--- src/rtl/avs_limit_monitor.sv ---
module avs_limit_monitor #(
  parameter int ADDR_W = 12,
  parameter logic [ADDR_W-1:0] STS_OFS = 'h10,
  parameter logic [ADDR_W-1:0] CTL_OFS = 'h20,
  parameter logic [ADDR_W-1:0] LIM_OFS = 'h24,
  parameter logic [ADDR_W-1:0] TGT_OFS = 'h28
) (
  input  logic              clk,
  input  logic              rst_n,
  input  logic              bus_we,
  input  logic [ADDR_W-1:0] bus_addr,
  input  logic [31:0]       bus_wdata,
  output logic [31:0]       bus_rdata,
  input  logic [7:0]        level_in,
  output logic              irq,
  output logic              adapt_on
);
  localparam logic [5:0] STEP_DOWN = 6'd4;

  logic mon_en, min_ie, max_ie, gate;
  logic [5:0] nom, low;
  logic [7:0] lim_min, lim_max;
  logic pend_min, pend_max;

  logic wr_ctl, wr_lim, wr_tgt;
  logic min_ie_d, max_ie_d, active;

  assign wr_ctl = bus_we && (bus_addr == CTL_OFS);
  assign wr_lim = bus_we && (bus_addr == LIM_OFS);
  assign wr_tgt = bus_we && (bus_addr == TGT_OFS);

  assign min_ie_d = wr_ctl ? bus_wdata[1] : min_ie;
  assign max_ie_d = wr_ctl ? bus_wdata[2] : max_ie;
  assign active   = mon_en & gate;

  always_ff @(posedge clk or negedge rst_n) begin
    if (!rst_n) begin
      mon_en   <= 1'b0;
      min_ie   <= 1'b0;
      max_ie   <= 1'b0;
      gate     <= 1'b0;
      nom      <= '0;
      low      <= '0;
      lim_min  <= '0;
      lim_max  <= '0;
      pend_min <= 1'b0;
      pend_max <= 1'b0;
    end else begin
      if (wr_ctl) begin
        mon_en <= bus_wdata[0];
        min_ie <= bus_wdata[1];
        max_ie <= bus_wdata[2];
        low    <= bus_wdata[15:10];
        nom    <= bus_wdata[22:17];
        gate   <= bus_wdata[27];
      end else if (wr_tgt) begin
        nom <= bus_wdata[5:0];
        low <= bus_wdata[5:0] - STEP_DOWN;
      end
      if (wr_lim) begin
        lim_min <= bus_wdata[7:0];
        lim_max <= bus_wdata[23:16];
      end
      pend_min <= min_ie_d & (pend_min | (active & (level_in <= lim_min)));
      pend_max <= max_ie_d & (pend_max | (active & (level_in >= lim_max)));
    end
  end

  always_comb begin
    bus_rdata = '0;
    case (bus_addr)
      STS_OFS: bus_rdata[1:0] = {pend_max, pend_min};
      CTL_OFS: begin
        bus_rdata[0]     = mon_en;
        bus_rdata[1]     = min_ie;
        bus_rdata[2]     = max_ie;
        bus_rdata[15:10] = low;
        bus_rdata[22:17] = nom;
        bus_rdata[27]    = gate;
      end
      LIM_OFS: begin
        bus_rdata[7:0]   = lim_min;
        bus_rdata[23:16] = lim_max;
      end
      default: bus_rdata = '0;
    endcase
  end

  assign irq      = (pend_min & min_ie) | (pend_max & max_ie);
  assign adapt_on = gate;


  min_clear_chk: assert property (@(posedge clk) disable iff (!rst_n)
    (wr_ctl && !bus_wdata[1]) |=> !pend_min);


  min_sticky_chk: assert property (@(posedge clk) disable iff (!rst_n)
    (pend_min && !(wr_ctl && !bus_wdata[1])) |=> pend_min);


  max_quiet_chk: assert property (@(posedge clk) disable iff (!rst_n)
    (!active && !pend_max) |=> !pend_max);


  irq_source_chk: assert property (@(posedge clk) disable iff (!rst_n)
    $rose(irq) |-> $past(active));


  tgt_floor_chk: assert property (@(posedge clk) disable iff (!rst_n)
    wr_tgt |=> (low == nom - STEP_DOWN));
endmodule

--- config.mk ---
export PLATFORM = sky130hd
export DESIGN_NAME = avs_limit_monitor
export DESIGN_NICKNAME = d
export VERILOG_FILES = /design/src/rtl/avs_limit_monitor.sv
export SDC_FILE = /design/constraint.sdc
export NUM_CORES = 1
export LEC_CHECK = 0
export CAP_MARGIN = 25
export CORE_AREA = 2 2 73 75
export DETAILED_ROUTE_END_ITERATION = 8
export DIE_AREA = 0 0 75 77
export PLACE_DENSITY = 0.86
export SYNTH_ARGS = -nofsm -noshare
export SYNTH_HDL_FRONTEND = slang
export SYNTH_SLANG_ARGS = --single-unit
--- constraint.sdc ---
create_clock -name clk -period 4.7 [get_ports clk]
set_input_delay 0.705 -clock clk [delete_from_list [all_inputs] [get_ports clk]]
set_output_delay 0.705 -clock clk [all_outputs]
set_load 0.02 [all_outputs]
==> results.py, run 1 <==
metrics = {
    "status": {
        "status": "finished clean",
    },
    "worst_setup_path": {
        "cp_slowest_cell": "clkdlybuf4s50_1",
        "cp_top_family": "simple AND/OR/NAND/NOR gates",
        "cp_data_arrival_time_ns": 3.18,
        "end_kind": "output pin",
        "worstPathCellList": "clkdlybuf4s50_1 -> nor4_2 -> and4b_1 -> and3_2 -> a22oi_1 -> nand2_1 -> clkdlybuf4s50_1",
        "required_ns": 3.99,
        "setup.worst_path.start_class": "primary input",
        "path_class": "in -> out",
        "cp_common_cell": "clkdlybuf4s50_1",
        "crit_fanout": 16,
        "slowest_delay_ns": 0.60,
        "critPathBufInv": 2,
    },
    "drt": {
        "vias": 1846,
        "detail-route-antenna-nets": 0,
        "drt_iter0_markers": 73,
        "first_pass_iters": 4,
        "vias_per_cell": 4.99,
        "drc": 0,
        "routed_wl_um": 5200,
        "drt-wirelength-per-cell_um": 14.1,
    },
    "cts": {
        "path_clk_slew_ns": 0.07,
        "hold_buffers": 0,
        "clock_latency_ns": 0.29,
        "clock_tree.buffer_depth": 2,
        "cts.sinks": 34,
        "post-cts-setup-buffers": 0,
        "cts.htree.levels": 2,
        "cts_root_buffer": "clkbuf_8",
        "cts-resized-gates": 0,
        "numCtsBuffers": 5,
        "cts_tree": "built",
    },
    "place": {
        "placed_cells": 362,
        "routabilityCongestion": 0.848,
        "io_buffers": 70,
        "hpwl_um": 4040,
    },
    "power": {
        "internal_power_mw": 0.488,
        "pwr-share-comb_pct": 12.8,
        "swShare_pct": 22.9,
        "seqPwrFrac_pct": 46.9,
        "finalPower_mw": 0.633,
        "p_leak_nw": 1.43,
        "switchingPower_mw": 0.145,
        "vdd_drop_max_uv": 133,
        "p_clk_share_pct": 40.3,
        "p_per_area_mw_per_mm2": 210,
    },
    "die": {
        "dieArea_sq_mm": 0.00578,
        "die_x_um": 75,
        "fp.dieH_um": 77,
        "start_util_pct": 45.1,
        "ios": 89,
        "core_sq_mm": 0.00498,
        "num_rows": 26,
    },
    "grt": {
        "antenna_found_initial": 0,
        "grt_max_degree": 35,
        "grt_overflow": 0,
        "track_usage_pct": 18.6,
        "grt_pass1_wl_um": 8220,
        "grt_pass1_vias": 1819,
    },
    "finish": {
        "drive_gt1_share_pct": 10.0,
        "stdcell_count": 370,
        "multiInputGateArea_sq_mm": 0.00118,
        "diodes": 0,
        "area_growth_pct": 34.3,
        "n_fill_cell": 448,
        "fin_nets": 371,
        "ff_latch_area_sq_um": 851,
    },
    "synthesis": {
        "yosysSeqAreaShare_pct": 37.9,
        "ys_ff_latch": 34,
        "synthCells": 233,
        "yosysWarnings": 0,
        "ys_types": 43,
        "synth_area_per_cell_sq_um": 9.63,
        "synth_area_sq_mm": 0.00224,
        "synth-edff-count": 0,
        "async_reset_ff_share_pct": 100,
        "synth_ff_type": "dfrtp_1",
    },
    "timing": {
        "fin_skew_ns": 0.00349,
        "fin_crit_sh_pct": 82.7,
        "finalSetupViolations": 0,
        "fmax_mhz": 257,
        "worstMarginPinSlew_ns": 0.553,
        "rsz0062_at_grt": "no",
        "maxSlewHeadroom_pct": 63.2,
        "period_minus_slack_ns": 3.89,
        "drv_slew": 0,
        "tns_ns": 0,
        "timing_hold_violations_final": 0,
    },
    "run": {
        "cap_violations": 0,
    },
    "worst_hold_path": {
        "min_path_type": "reg -> reg",
    },
}
==> cell type report <==
| cell class | count | share of cell area [%] |
|---|---|---|
| multi-input combinational | 168 | 39.3 |
| sequential | 34 | 28.2 |
| timing repair buffer | 72 | 23.7 |
| clock buffer | 8 | 3.65 |
| tap | 70 | 2.90 |
| inverter | 18 | 2.24 |
==> layer usage <==
layer / global-route usage, % / vias to the layer above / part of all wire, %
met5: 0 / - / 0
met4: 6.79 / 0 / 2.0
met3: 3.55 / 11 / 6.5
met2: 31.4 / 64 / 49
met1: 23.0 / 852 / 43
li1: - / 919 / -
==> metrics by stage <==
stage          utilization (%)  worst slack [ns]  area [sq um]  hold slack [ns]
3_3_place_gp              58.4             0.809          2910            0.485
2_1_floorplan                -              2.04          2270            0.409
3_5_place_dp              58.4             0.808          2910            0.499
4_1_cts                   60.6             0.792          3020            0.515
6_report                  60.6             0.814          3020            0.511
5_1_grt                   60.6             0.664          3020            0.538
==> final timing paths <==
kind,startpoint,to,slack (ns),cells after the start
max in group asynchronous,rst_n,low[2],3.57,2
max,bus_addr[7],bus_rdata[1],0.81,7
min,low[5],low[5],0.51,1
max reg2reg,lim_max[0],pend_max,3.16,6
min in group asynchronous,rst_n,lim_min[7],0.82,2
min reg2reg,low[5],low[5],0.51,1
==> synthesized netlist by cell type, types with 2 or more instances <==
library cell / count / area (sq um)
a211oi_1: 2 / 15.0
a21o_1: 2 / 15.0
a21oi_1: 4 / 20.0
a21oi_2: 8 / 70.1
a22o_1: 8 / 70.1
a22oi_1: 3 / 22.5
and2_1: 8 / 50.1
and3_1: 10 / 62.6
and3_2: 2 / 15.0
buf_2: 4 / 20.0
buf_4: 11 / 82.6
buf_6: 4 / 45.0
dfrtp_1: 34 / 851
ha_1: 17 / 213
inv_1: 18 / 67.6
mux2_1: 2 / 22.5
mux2_2: 5 / 56.3
mux2i_1: 9 / 90.1
nand2_1: 22 / 82.6
nand2b_1: 2 / 12.5
nor2_1: 15 / 56.3
nor3_1: 3 / 15.0
o21ai_0: 19 / 95.1
xor2_1: 2 / 17.5
==> power by group through the flow <==
stage	combinational (mW)	clock [mW]	sequential (mW)
after global placement	0.0799	0	0.302
after global routing	0.0892	0.274	0.297
after CTS	0.0823	0.258	0.297
final	0.0812	0.255	0.297
after floorplan	0.0309	0	0.302
after detailed placement	0.0816	0	0.302
==> cells in the final DEF (no fill, tap or decap), types with 3 or more instances in the layout <==
| master | synthesis | final |
|---|---|---|
| clkdlybuf4s50_1 | 0 | 70 |
| dfrtp_1 | 34 | 34 |
| nand2_1 | 22 | 22 |
| o21ai_0 | 19 | 19 |
| inv_1 | 18 | 18 |
| ha_1 | 17 | 17 |
| nor2_1 | 15 | 15 |
| and3_1 | 10 | 10 |
| mux2i_1 | 9 | 9 |
| conb_1 | 1 | 9 |
| and2_1 | 8 | 8 |
| a22o_1 | 8 | 8 |
| a21oi_2 | 8 | 8 |
| clkbuf_8 | 0 | 8 |
| mux2_2 | 5 | 5 |
| a21oi_1 | 4 | 4 |
| nor3_1 | 3 | 3 |
| a22oi_1 | 3 | 3 |
==> logic make-up (layout without fill, tap and decap cells) <==
family	count (synthesis)	count (layout)	share of synthesized area, %
AO/OA/AOI/OAI	51	51	15.4
XOR/XNOR	2	2	0.781
adder cells (fa/ha/maj)	17	17	9.48
buffers and inverters	39	98	10.7
flip-flops	34	34	37.9
multiplexers	17	17	8.19
other	1	9	0.167
AND/OR/NAND/NOR	72	72	17.3
==> registers in the layout, indices dropped and copies added (netlist names) <==
signal,cells
lim_max,8
pend_min,1
lim_min,8
nom,6
mon_en,1
adapt_on,1
max_ie,1
pend_max,1
min_ie,1
low,6
Power figures use the tool's default switching activity.
==> run 2: changes to the inputs <==
--- a/config.mk
+++ b/config.mk
@@ -6,10 +6,10 @@
 export NUM_CORES = 1
 export LEC_CHECK = 0
 export CAP_MARGIN = 25
-export CORE_AREA = 2 2 73 75
+export CORE_AREA = 2 2 78 80
 export DETAILED_ROUTE_END_ITERATION = 8
-export DIE_AREA = 0 0 75 77
-export PLACE_DENSITY = 0.86
+export DIE_AREA = 0 0 80 82
+export PLACE_DENSITY = 0.8
 export SYNTH_ARGS = -nofsm -noshare
 export SYNTH_HDL_FRONTEND = slang
 export SYNTH_SLANG_ARGS = --single-unit
==> constraint.sdc (replaced) <==
create_clock -name clk -period 3.5 [get_ports clk]
set_input_delay 0.525 -clock clk [delete_from_list [all_inputs] [get_ports clk]]
set_output_delay 0.525 -clock clk [all_outputs]
set_load 0.02 [all_outputs]
==> run 2 against run 1 <==
Compared with the run above:
- non-clock buffer count rose by 3
- critical path depth did not move
- critical endpoint unchanged
- register-to-register slack got worse by 1.2 ns
- clock power rose by 35%
==> results.py, run 2 (synthesis gave the netlist of run 1 again) <==
metrics = {
    "cts": {
        "post-cts-setup-buffers": 0,
        "cts.sinks": 34,
        "hold_buffers": 0,
        "clock_latency_ns": 0.29,
        "clock_tree.buffer_depth": 2,
        "cts.htree.levels": 2,
        "cts_root_buffer": "clkbuf_8",
        "numCtsBuffers": 5,
        "path_clk_slew_ns": 0.07,
        "cts_tree": "built",
        "cts-resized-gates": 0,
    },
    "place": {
        "io_buffers": 70,
        "placed_cells": 370,
        "hpwl_um": 4060,
        "routabilityCongestion": 0.803,
        "post-place-ws_ns": 0.129,
    },
    "power": {
        "p_per_area_mw_per_mm2": 280,
        "p_leak_nw": 1.45,
        "finalPower_mw": 0.852,
        "vdd_drop_max_uv": 179,
    },
    "finish": {
        "drive_gt1_share_pct": 10.9,
        "diodes": 0,
        "layout_commonest_cell": "clkdlybuf4s50_1",
        "stdcell_count": 378,
        "fin_nets": 374,
        "area_growth_pct": 35.6,
        "reg_top3": "lim_max: 8 flops, lim_min: 8 flops",
        "n_fill_cell": 550,
        "final_cell_mix": "clkdlybuf4s50_1, dfrtp_1, nand2_1, o21ai_0, inv_1",
    },
    "grt": {
        "antenna_found_initial": 0,
        "grt_overflow": 0,
        "grt_pass1_vias": 1840,
        "track_usage_pct": 16.8,
        "grt_max_degree": 35,
        "grt_pass1_wl_um": 8550,
    },
    "drt": {
        "wl_met1_um": 2220,
        "drt-wirelength-per-cell_um": 13.9,
        "vias": 1892,
        "drc": 0,
        "detail-route-antenna-nets": 0,
        "vias_per_cell": 5.01,
        "wl_met3_um": 427,
        "drt_iter0_markers": 110,
        "routed_wl_um": 5270,
        "top_layer": "met4",
        "first_pass_iters": 4,
        "dr_wl_met2_um": 2580,
    },
    "status": {
        "status": "finished clean",
    },
    "timing": {
        "drv_slew": 0,
        "period_minus_slack_ns": 3.37,
        "tns_ns": 0,
        "finalSetupViolations": 0,
        "fmax_mhz": 297,
        "holdWs_ns": 0.512,
        "rsz0062_at_grt": "no",
        "fin_crit_sh_pct": 96.3,
        "finalWorstSetupSlack_ns": 0.131,
        "fin_skew_ns": 0.00336,
        "timing_hold_violations_final": 0,
    },
    "die": {
        "ios": 89,
        "fp.dieH_um": 82,
        "core_sq_mm": 0.00575,
        "num_rows": 28,
        "die_x_um": 80,
        "dieArea_sq_mm": 0.00656,
        "start_util_pct": 39.1,
    },
    "worst_setup_path": {
        "r2r-start": "lim_max[0]",
        "cp_data_arrival_time_ns": 2.84,
        "path_class": "in -> out",
        "crit_fanout": 16,
        "end_kind": "output pin",
        "required_ns": 2.97,
        "setup.worst_path.start_class": "primary input",
        "startpoint": "bus_addr[7]",
    },
    "run": {
        "cap_violations": 0,
    },
    "worst_hold_path": {
        "min-delay-start": "low[1]",
        "min_path_type": "reg -> reg",
    },
}
==> run 2: cell type report <==
class / count / area, sq um / share of cell area (%)
inverters: 18 / 67.6 / 2.22
multi-input cells: 168 / 1180 / 38.9
clock buffers: 8 / 110 / 3.62
flip-flops and latches: 34 / 851 / 27.9
repair buffers: 75 / 738 / 24.2
well taps: 75 / 93.8 / 3.08
==> run 2: per-layer routing <==
layer  vias up  track usage, %
met3         5            4.73
met1       893            19.6
li1        929               -
met5         -               0
met2        65            30.6
met4         0            4.07
==> run 2: final timing paths <==
| check | endpoint | slack, ns | cells past startpoint |
|---|---|---|---|
| setup / recovery | bus_rdata[1] | 0.13 | 7 |
| hold / removal | low[1] | 0.51 | 2 |
| setup reg to reg | pend_max | 1.98 | 6 |
| min in group asynchronous | lim_min[6] | 0.64 | 2 |
| hold reg to reg | low[1] | 0.51 | 2 |
| max in group asynchronous | lim_min[0] | 2.54 | 2 |
==> run 2: worst max-delay path, stage by stage <==
cell and delay, ns:
clkdlybuf4s50_1 0.42, nor4_2 0.30, and4b_1 0.33, and3_2 0.42, a22oi_1 0.14, nand2_1 0.11
clkdlybuf4s50_1 0.60
==> run 2: through the flow <==
stage	util, %	cell area [sq um]
floorplan	-	2270
global placement	51.1	2930
detailed placement	51.1	2930
CTS	53.0	3040
global route	53.0	3040
finish	53.0	3040
==> run 2: power by group <==
group / leakage (nW) / switching (mW) / internal [mW] / total [mW]
Clock: 0.0575 / 0.146 / 0.199 / 0.344
Combinational: 0.996 / 0.0493 / 0.0603 / 0.110
Sequential: 0.397 / 0.00195 / 0.396 / 0.398
